### src/rtl/line_rotator.sv
module line_rotator #(
  parameter int ADDR_W = 32,
  parameter int DATA_W = 32,
  parameter int LINE_BYTES = 64,
  parameter int LINES = 24,
  parameter logic [ADDR_W-1:0] SRC_BASE = '0,
  parameter logic [ADDR_W-1:0] DST_BASE = 'h1800
) (
  input  logic                clk,
  input  logic                rst_n,
  input  logic                start,
  output logic                done,
  output logic                err,
  output logic [ADDR_W-1:0]   araddr,
  output logic [7:0]          arlen,
  output logic [2:0]          arsize,
  output logic [1:0]          arburst,
  output logic                arvalid,
  input  logic                arready,
  input  logic [DATA_W-1:0]   rdata,
  input  logic [1:0]          rresp,
  input  logic                rlast,
  input  logic                rvalid,
  output logic                rready,
  output logic [ADDR_W-1:0]   awaddr,
  output logic [7:0]          awlen,
  output logic [2:0]          awsize,
  output logic [1:0]          awburst,
  output logic                awvalid,
  input  logic                awready,
  output logic [DATA_W-1:0]   wdata,
  output logic [DATA_W/8-1:0] wstrb,
  output logic                wlast,
  output logic                wvalid,
  input  logic                wready,
  input  logic [1:0]          bresp,
  input  logic                bvalid,
  output logic                bready
);

  localparam int STRB_W = DATA_W / 8;
  localparam int BEATS  = LINE_BYTES / STRB_W;
  localparam int BW     = $clog2(BEATS);
  localparam int LW     = $clog2(LINES);
  localparam logic [BW-1:0]     LAST_BEAT = BW'(BEATS - 1);
  localparam logic [LW-1:0]     LAST_LINE = LW'(LINES - 1);
  localparam logic [ADDR_W-1:0] STRIDE    = ADDR_W'(LINE_BYTES);
  localparam logic [ADDR_W-1:0] TOP_SLOT  = ADDR_W'(LINES - 1);
  localparam logic [ADDR_W-1:0] SRC_END   = SRC_BASE + ADDR_W'(LINES * LINE_BYTES);

  typedef enum logic [2:0] {S_IDLE, S_AR, S_R, S_AW, S_W, S_B} state_t;

  state_t            state;
  logic              start_q;
  logic [LW-1:0]     line;
  logic [BW-1:0]     beat;
  logic [DATA_W-1:0] lbuf [BEATS];
  logic [ADDR_W-1:0] line_ext;

  function automatic logic [DATA_W-1:0] swap_bytes(input logic [DATA_W-1:0] d);
    logic [DATA_W-1:0] r;
    for (int i = 0; i < STRB_W; i++) r[8*i +: 8] = d[8*(STRB_W-1-i) +: 8];
    return r;
  endfunction

  wire start_edge = start & ~start_q;

  assign line_ext = {{(ADDR_W-LW){1'b0}}, line};

  assign araddr  = SRC_BASE + line_ext * STRIDE;
  assign arlen   = 8'(BEATS - 1);
  assign arsize  = 3'($clog2(STRB_W));
  assign arburst = 2'b01;
  assign arvalid = (state == S_AR);
  assign rready  = (state == S_R);

  assign awaddr  = DST_BASE + (TOP_SLOT - line_ext) * STRIDE;
  assign awlen   = 8'(BEATS - 1);
  assign awsize  = 3'($clog2(STRB_W));
  assign awburst = 2'b01;
  assign awvalid = (state == S_AW);
  assign wvalid  = (state == S_W);
  assign wdata   = lbuf[beat];
  assign wstrb   = '1;
  assign wlast   = (beat == LAST_BEAT);
  assign bready  = (state == S_B);

  always_ff @(posedge clk)
    if (state == S_R && rvalid) lbuf[LAST_BEAT - beat] <= swap_bytes(rdata);

  always_ff @(posedge clk or negedge rst_n) begin
    if (!rst_n) begin
      state   <= S_IDLE;
      start_q <= 1'b0;
      line    <= '0;
      beat    <= '0;
      done    <= 1'b0;
      err     <= 1'b0;
    end else begin
      start_q <= start;
      done    <= 1'b0;
      case (state)
        S_IDLE: if (start_edge) begin
          line  <= '0;
          err   <= 1'b0;
          state <= S_AR;
        end
        S_AR: if (arready) begin
          beat  <= '0;
          state <= S_R;
        end
        S_R: if (rvalid) begin
          beat <= beat + 1'b1;
          if (rresp != 2'b00) err <= 1'b1;
          if (rlast) state <= S_AW;
        end
        S_AW: if (awready) begin
          beat  <= '0;
          state <= S_W;
        end
        S_W: if (wready) begin
          beat <= beat + 1'b1;
          if (wlast) state <= S_B;
        end
        S_B: if (bvalid) begin
          if (bresp != 2'b00) err <= 1'b1;
          if (line == LAST_LINE) begin
            done  <= 1'b1;
            state <= S_IDLE;
          end else begin
            line  <= line + 1'b1;
            state <= S_AR;
          end
        end
        default: state <= S_IDLE;
      endcase
    end
  end

  logic          line_open;
  logic [BW-1:0] wb_seen;

  always_ff @(posedge clk or negedge rst_n) begin
    if (!rst_n) begin
      line_open <= 1'b0;
      wb_seen   <= '0;
    end else begin
      if (arvalid && arready) line_open <= 1'b1;
      else if (bvalid && bready) line_open <= 1'b0;
      if (awvalid && awready) wb_seen <= '0;
      else if (wvalid && wready) wb_seen <= wb_seen + 1'b1;
    end
  end


  one_line_chk: assert property (@(posedge clk) disable iff (!rst_n)
    arvalid |-> !line_open);


  ar_hold_chk: assert property (@(posedge clk) disable iff (!rst_n)
    arvalid && !arready |=> arvalid && $stable(araddr));


  w_hold_chk: assert property (@(posedge clk) disable iff (!rst_n)
    wvalid && !wready |=> wvalid && $stable(wdata) && $stable(wlast));


  wlast_beat_chk: assert property (@(posedge clk) disable iff (!rst_n)
    wvalid && wready && wlast |-> wb_seen == LAST_BEAT);


  ar_range_chk: assert property (@(posedge clk) disable iff (!rst_n)
    arvalid |-> araddr >= SRC_BASE && araddr < SRC_END);


  done_pulse_chk: assert property (@(posedge clk) disable iff (!rst_n)
    done |=> !done);


  err_sticky_chk: assert property (@(posedge clk) disable iff (!rst_n)
    err && !(start && !start_q) |=> err);

endmodule

### config.mk
export PLATFORM = sky130hd
export DESIGN_NAME = line_rotator
export DESIGN_NICKNAME = d
export VERILOG_FILES = /design/src/rtl/line_rotator.sv
export SDC_FILE = /design/constraint.sdc
export NUM_CORES = 1
export LEC_CHECK = 0
export BUFFER_PORTS_ARGS = -buffer_cell sky130_fd_sc_hd__buf_2
export CELL_PAD_IN_SITES_DETAIL_PLACEMENT = 0
export CELL_PAD_IN_SITES_GLOBAL_PLACEMENT = 1
export CORE_MARGIN = 8
export CORE_UTILIZATION = 30
export CTS_CLUSTER_SIZE = 16
export DETAILED_ROUTE_END_ITERATION = 6
export GPL_TIMING_DRIVEN = 0
export PLACE_DENSITY = 0.49
export SLEW_MARGIN = 30
export SYNTH_ARGS = -nofsm -noshare
export SYNTH_HDL_FRONTEND = slang
export SYNTH_SLANG_ARGS = --single-unit
### constraint.sdc
create_clock -name clk -period 12.35 [get_ports clk]
set_clock_uncertainty 0.05 [all_clocks]
set_input_delay 0.6175 -clock clk [delete_from_list [all_inputs] [get_ports clk]]
set_output_delay 0.6175 -clock clk [all_outputs]
set_load 0.01 [all_outputs]
After elaboration in Yosys (flattened, before gate mapping)
Memory sizes are Yosys's and may differ from the RTL's.
Index checks and enable logic that the tools add are counted.
W data, S select, Z words.

storage, ports and cells
  register bits = 15
  RAM bits = 512
  input bits = 45
  word-level logic and storage cells = 73
  memories = 1

memories
  memory  words  width  rd ports  clocked after Yosys merged registers in  wr ports  line  source
  lbuf    16     32     1         0                                        1         57    logic [DATA_W-1:0] lbuf [BEATS];

cells by class
  add/subtract/negate cells = 5
  equal/unequal tests = 18
  multiplexer cells = 30
  bitwise logic cells = 2
  reductions and logical operators = 11

operator list
  operator                  number
  $mux W3                   8
  $pmux W3 S6               1
  $mux W4                   4
  $pmux W4 S4               1
  $add A14 B12 Y15 const A  1
  $mux W5                   3
  $ne A2 B2 Y1 const B      6
  $mux W1                   11
  $ne A2 B1 Y1 const B      5
  $pmux W5 S2               1
  $reduce_and A8 Y1         1
  $eq A3 B2 Y1 const B      2
  $eq A3 B3 Y1 const B      2
  $reduce_and A6 Y1         1
  $reduce_bool A2 Y1        3
  $sub A5 B5 Y6 const A     1
  $add A5 B1 Y5 const B     1
  $eq A5 B5 Y1 const B      1
  $reduce_and A5 Y1         1
  $add A4 B1 Y4 const B     1
  $eq A4 B4 Y1 const B      1
  $reduce_and A4 Y1         1
  $reduce_bool A4 Y1        1
  $sub A4 B4 Y4 const A     1
  7 further kinds           7

Logic depth before layout (Yosys ltp)
Gate-level depths: netlist of run 1.

  depth after elaboration = 4
  mapped depth = 8

Least setup slack after synthesis of run 1
Ideal clock, no wire load.

  kind = register -> register
  start = register state[2]
  end = memory lbuf[15][0], enable pin
  library setup time = 0.461 ns
  data arrival time = 3.525 ns
  data required time = 11.839 ns
  setup slack = 8.314 ns
  stages on the path, launching flop included = 6
  path buffers = 1
  cell sequence = dfrtp_1 buf_4 nand2b_1 nor3b_1 nand2_1 nor3_1

on the way
  longest elaborated chain between the ends = 4

RTL lines
  item                           line  source
  start: declaration             53    state_t state;
  start signal: assignment       93    state <= S_IDLE;
  start signal: assignment       106   state <= S_AR;
  start signal: assignment       110   state <= S_R;
  $eq A3 B2 Y1                   89    if (state == S_R && rvalid) lbuf[LAST_BEAT - beat] <= swap_bytes(rdata);
  $logic_and A1 B1 Y1            89
  $mux W1                        89
  $mux W1 (not written as such)  89
  end: declaration               57

No other way between the ends.

Final worst setup path of run 1
  start = register beat[1]
  end = output wdata[18]

on the way
  longest elaborated chain between the ends = 1

RTL lines
  item                      line  source
  start: declaration        56    logic [BW-1:0] beat;
  start signal: assignment  113   beat <= beat + 1'b1;
  start signal: assignment  122   beat <= beat + 1'b1;
  $mem_v2 Z16 W32           n/a
  end: declaration          31    output logic [DATA_W-1:0] wdata,

No other way between the ends.

==> results of run 1 <==
[worst register-to-register path: cells and delay by family, from the launching register on]
| family | cells | cell delay [ns] |
|---|---|---|
| adder cells (fa/ha/maj) | 1 | 0.24 |
| AND/OR/NAND/NOR | 2 | 0.45 |
| flip-flops | 1 | 0.38 |
| buffers and inverters | 7 | 1.97 |
[final cells by class]
cell class                      instances  area [um^2]  share of cell area
Timing Repair Buffer                  148         1360              0.0526
Buffer                                128          893              0.0346
Antenna cell                            2         5.00            0.000194
Sequential cell                       527        15800               0.610
Inverter                               11         41.3             0.00160
Tap cell                              931         1160              0.0451
Clock buffer                           65         1480              0.0572
Clock inverter                         42          509              0.0197
Multi-Input combinational cell        347         4630               0.179
[cell usage in the layout (no fill, tap or decap), types with 9 or more instances in the layout]
cell / instances
nor2_4: 12
buf_4: 110
buf_6: 10
nand2_1: 16
edfxtp_1: 512
dfrtp_1: 15
clkinv_1: 13
buf_2: 110
inv_1: 9
clkbuf_16: 58
buf_16: 22
clkbuf_1: 19
mux4_2: 160
conb_1: 83
clkinv_2: 11
bufinv_16: 11
o21ai_0: 12
[metrics by stage]
| step | instances | hold slack (ns) |
|---|---|---|
| final | 2201 | 0.0833 |
| after global routing | 2199 | 0.0532 |
| after CTS | 2199 | 0.0412 |
| after detailed placement | 2091 | 0.436 |
| after global placement | 2039 | 0.433 |
| after floorplan | 1013 | 0.272 |
[per-layer routing]
layer / part of all wire / track usage / routed length [um] / up-vias
li1: - / - / - / 4309
met1: 0.44 / 0.175 / 22400 / 5244
met2: 0.49 / 0.221 / 25400 / 258
met3: 0.054 / 0.0255 / 2800 / 58
met4: 0.017 / 0.0310 / 861 / 0
met5: 0 / 0 / 0 / -
[power by group through the flow]
stage,clock network (mW),registers (mW),logic (mW)
floorplan,0,2.05,0.548
global placement,0,2.06,0.846
detailed placement,0,2.06,0.864
CTS,1.84,2.02,0.867
global route,1.91,2.02,0.910
finish,1.79,2.02,0.836
[cells by family after synthesis]
family                   synth area share
AO/OA/AOI/OAI                     0.00886
adder cells (fa/ha/maj)           0.00419
buffers and inverters              0.0445
flip-flops                          0.754
multiplexers                        0.173
other                            0.000359
AND/OR/NAND/NOR                    0.0153
[timing repair]
item,in CTS,in global routing
hold buffers,1,0
endpoints found under the setup margin,0,0
endpoints found under the hold margin,15,0
[how the worst min path moves through the flow]
stage	from	end	slack, ns
after floorplan	rst_n	beat[0]	0.27
after global placement	err	err	0.43
after detailed placement	err	err	0.44
after CTS	start	start_q	0.04
after global routing	start	start_q	0.05
final	start	start_q	0.08
[registers in the layout (all words and copies together) (netlist names)]
signal	count
beat	4
done	1
err	1
lbuf	512
line	5
start_q	1
state	3
==> impl_metrics.csv, run 1 <==
group,metric,value,unit
status,outcome,"finished clean",
floorplan,dieHeight,280,um
synthesis,yosys.area.top_type_share,0.736,
drt,drtPass1Iterations,5,
min_path,whs_path_depth,1,
timing,maxSlewViolCount,0,
place,place_area,23800,um^2
drt,remaining_drc_errors,0,
worst_setup_path,cp-start-kind,"register",
worst_setup_path,reg2reg_slack,9.02,ns
clocking,clkTransAtPathRegs,0.06,ns
timing,slew_headroom,0.355,
timing,max_freq,242,MHz
power,pwr_density_cell,180,nW/um^2
global_routing,grt_pass1_vias,10477,
drt,wl_per_cell,23.4,um
synthesis,ys.flop_type,"edfxtp_1",
synthesis,async_flop_share,0.0285,
power,p_seq_frac,0.434,
power,share_clk_of_total_power,0.386,
clocking,cts_resized,0,
worst_setup_path,cp_top_family,"buffers and inverters",
floorplan,die_w,280,um
worst_setup_path,cp_num_cells,6,
final_layout,final_area,25800,um^2
clocking,cts_tree,"built",
clocking,cts_buffers,57,
worst_setup_path,r2r-start,"beat[1]",
power,vdd_ir_drop_max,0.108,mV
worst_setup_path,cp_cell_sequence,"clkbuf_1 > buf_2 > buf_1 > mux4_2 > mux4_2 > buf_2",
final_layout,utilization,0.375,
timing,grt_setup_unrepaired,"no",
clocking,htree_num_levels,2,
floorplan,start_util,0.304,
timing,finalCriticalPeriod,4.13,ns
power,leakage,8.54,nW
worst_setup_path,critPathCapture,"wdata[18]",
global_routing,gr-total-overflow,0,
power,total_power,4.65,mW
timing,setup_viol,0,
floorplan,die_area,78400,um^2
drt,drt_iter0_markers,731,
worst_setup_path,arrival,3.47,ns
drt,via_per_inst,4.48,
floorplan,io_pins,179,
drt,vias,9869,
power,switchingPower,1.17,mW
worst_setup_path,cp_slowest_stage_delay,0.67,ns
timing,period_share,0.335,
job,drv_cap,0,
global_routing,grt_antenna_before_repair,4,
synthesis,avgSynthCellArea,22.4,um^2
synthesis,yosys.area.top_type,"edfxtp_1",
worst_setup_path,reg2reg_to,"lbuf[7][7]",
min_path,hp-class,"primary input to register",
clocking,clock-sinks,527,
drt,drtAntennaViolNets,0,
synthesis,synth_area,20900,um^2
synthesis,ys_warn_count,0,
worst_setup_path,crit_fanout,10,
timing,worst_slew_pin_slew,0.968,ns
clocking,post_cts_buffers,0,
worst_setup_path,crit_buf_inv,4,
clocking,cts-root-buf,"clkbuf_16",
global_routing,grt_max_degree,17,
floorplan,core,68800,um^2
synthesis,synthTopCellsByArea,"edfxtp_1 (74%), mux4_2 (17%), buf_4 (3.1%), dfrtp_1 (1.8%), buf_6 (0.49%)",
worst_setup_path,reg2reg_depth,10,
final_layout,drive_gt1_frac,0.416,
final_layout,area_delta_synth_final,23.6,%
place,dp_slack,8.65,ns
final_layout,num-fill-cells,6277,
place,numPortBuffers,95,
timing,setup_slack,8.22,ns
place,hpwl,35.0,mm
place,gp_congestion,0.706,
worst_setup_path,crit_type,"register to primary output",
power,internal_power,3.47,mW
timing,totalNegativeSetupSlack,0,ns
floorplan,rows,96,
global_routing,grt_pass1_wl,75.6,mm
power,p_comb_frac,0.180,
worst_setup_path,cp_data_required_time,11.68,ns
worst_setup_path,crit_slowest_cell,"buf_1",
synthesis,ys_ff_latch,527,
synthesis,yosysSeqAreaShare,0.754,
synthesis,syn-instance-count,932,
worst_setup_path,critPathLaunch,"beat[1]",
final_layout,fin_nets,1272,
clocking,cts_max_path_buffers,3,
synthesis,synth_cell_type_count,40,
global_routing,grt_use_total,0.131,
timing,hold_viol,0,
clocking,clk_latency,0.61,ns
power,switching_share,0.252,
synthesis,yosysMostFrequentCell,"edfxtp_1",
worst_setup_path,end_kind,"primary output",
synthesis,netlist_top_cells_count,"edfxtp_1 (512), mux4_2 (160), buf_4 (86)",
synthesis,synth_edf_count,512,
drt,wl,51.5,mm
Power figures use the tool's default switching activity.
==> inputs of run 2 (changes only) <==
PLACE_DENSITY = 0.51   (was 0.49)
clock period = 3.68 ns   (was 12.35 ns; I/O delays follow)
==> run 2 against run 1 <==
Against the previous run: setup slack lost 8.0 ns; via count hardly changed; flip-flop and latch count is the same; clock-buffer cell count rose by 1; routed wire length down 1.6%; register-to-register slack got worse by 8.7 ns; highest routed layer unchanged; first-iteration DRC count down 15%; combinational power rose to 3.4 times the previous value; non-clock buffer count grew 26; total power grew to 3.3 times the previous value; final cell count increased by 0.86%; sequential share of layout area down 0.40 points.
==> impl_metrics.csv, run 2 (synthesis results as in run 1) <==
group,metric,value,unit
worst_setup_path,crit_type,"register to primary output",
global_routing,grt_use_total,0.130,
status,outcome,"finished clean",
timing,hold_slack,0.0740,ns
drt,vias,9872,
power,internal_power,11.2,mW
power,p_seq_frac,0.447,
place,gp_congestion,0.712,
timing,hold_viol,0,
floorplan,dieHeight,280,um
floorplan,rows,96,
power,switchingPower,3.90,mW
timing,max_freq,290,MHz
final_layout,mostFrequentLayoutCells,"edfxtp_1 (512), mux4_2 (160), buf_2 (111)",
worst_setup_path,cp_data_required_time,3.45,ns
timing,maxSlewViolCount,0,
timing,slew_headroom,0.343,
place,hpwl,34.0,mm
timing,worst_slew_pin_slew,0.985,ns
final_layout,final_common_cell,"edfxtp_1",
final_layout,reg_top3,"lbuf: 512 flops, line: 5 flops, beat: 4 flops",
worst_setup_path,arrival,3.21,ns
worst_setup_path,cp-start-kind,"register",
power,p_comb_frac,0.187,
drt,wl,50.7,mm
clocking,clk_latency,0.60,ns
place,dp.cells,2078,
drt,drt_iter0_markers,622,
floorplan,die_area,78400,um^2
drt,wl_per_cell,22.8,um
floorplan,die_w,280,um
clocking,htree_num_levels,2,
min_path,hp-class,"primary input to register",
power,vdd_ir_drop_max,0.328,mV
floorplan,start_util,0.304,
worst_setup_path,end_kind,"primary output",
clocking,cts_buffers,57,
global_routing,grt_pass1_vias,10593,
power,share_clk_of_total_power,0.366,
floorplan,core,68800,um^2
timing,period_share,0.936,
global_routing,grt_antenna_before_repair,1,
clocking,cts_tree,"built",
final_layout,regMostFlops,"lbuf",
drt,via_per_inst,4.45,
worst_setup_path,crit_fanout,10,
clocking,cts_max_path_buffers,3,
timing,setup_viol,0,
floorplan,io_pins,179,
clocking,cts-root-buf,"clkbuf_16",
final_layout,fin_nets,1298,
drt,remaining_drc_errors,0,
clocking,clkTransAtPathRegs,0.06,ns
final_layout,finalNonFillerCells,2220,
final_layout,area_delta_synth_final,24.4,%
timing,grt_setup_unrepaired,"no",
power,pwr_density_cell,582,nW/um^2
global_routing,grt_max_degree,17,
job,drv_cap,0,
place,numPortBuffers,95,
final_layout,drive_gt1_frac,0.395,
drt,drtAntennaViolNets,0,
global_routing,gr-total-overflow,0,
clocking,clock-sinks,527,
drt,drtPass1Iterations,5,
global_routing,grt_pass1_wl,75.1,mm
final_layout,largest_reg_flops,512,
timing,finalCriticalPeriod,3.45,ns
power,switching_share,0.257,
power,leakage,8.53,nW
run 2: area by class of cell:
class / count / area (um^2)
tap: 931 / 1160
inverter: 11 / 41.3
multi-input combinational: 347 / 4650
timing repair buffer: 174 / 1700
clock inverter: 35 / 307
antenna: 1 / 2.50
clock buffer: 66 / 1480
buffer: 128 / 902
sequential: 527 / 15800
fill: 6333 / 42800
run 2: final timing paths:
kind	from	endpoint	slack, ns	cells after the start
setup reg to reg	state[2]	lbuf[15][15]	0.32	7
max in group asynchronous	rst_n	beat[1]	2.43	3
min in group asynchronous	rst_n	err	0.67	3
hold reg to reg	err	err	0.46	1
setup / recovery	beat[1]	wdata[0]	0.23	5
hold / removal	arready	state[1]	0.07	4
run 2: power groups by stage:
stage                     Combinational [mW]  Clock [mW]  Sequential, mW
final                                   2.82        5.54            6.77
after global routing                    3.06        5.92            6.78
after CTS                               2.92        5.71            6.77
after detailed placement                2.87           0            6.90
after global placement                  2.82           0            6.90
after floorplan                         1.84           0            6.89
run 2: worst max-delay path, cell delays in order, from the launching register on:
cell	delay, ns
dfrtp_1	0.42
clkbuf_1	0.30
clkbuf_1	0.77
mux4_2	0.44
mux4_2	0.52
buf_2	0.17
run 2: per-stage QoR:
step	worst slack [ns]	utilization	instance area (um^2)	total power, mW	TNS, ns
6_report	0.234	0.378	26000	15.1	0
5_1_grt	0.0979	0.378	26000	15.8	0
4_1_cts	0.00863	0.378	26000	15.4	0
3_5_place_dp	0.235	0.346	23800	9.77	0
3_3_place_gp	-2.03	0.332	22900	9.72	-939.56
2_1_floorplan	0.497	-	21200	8.73	0
run 2: what timing repair did:
action                                  in CTS  in global routing
hold endpoints to repair                   535                  0
endpoints found under the setup margin      22                  3
setup buffers                                0                  0
gates resized for setup                      4                  1
cloned                                       0                  0
hold buffers                                40                  0
run 2: metal layers:
metal	wire length, um	GRT usage
met1	22000	0.173
met2	25100	0.217
met3	2760	0.0240
met4	863	0.0350
met5	0	0
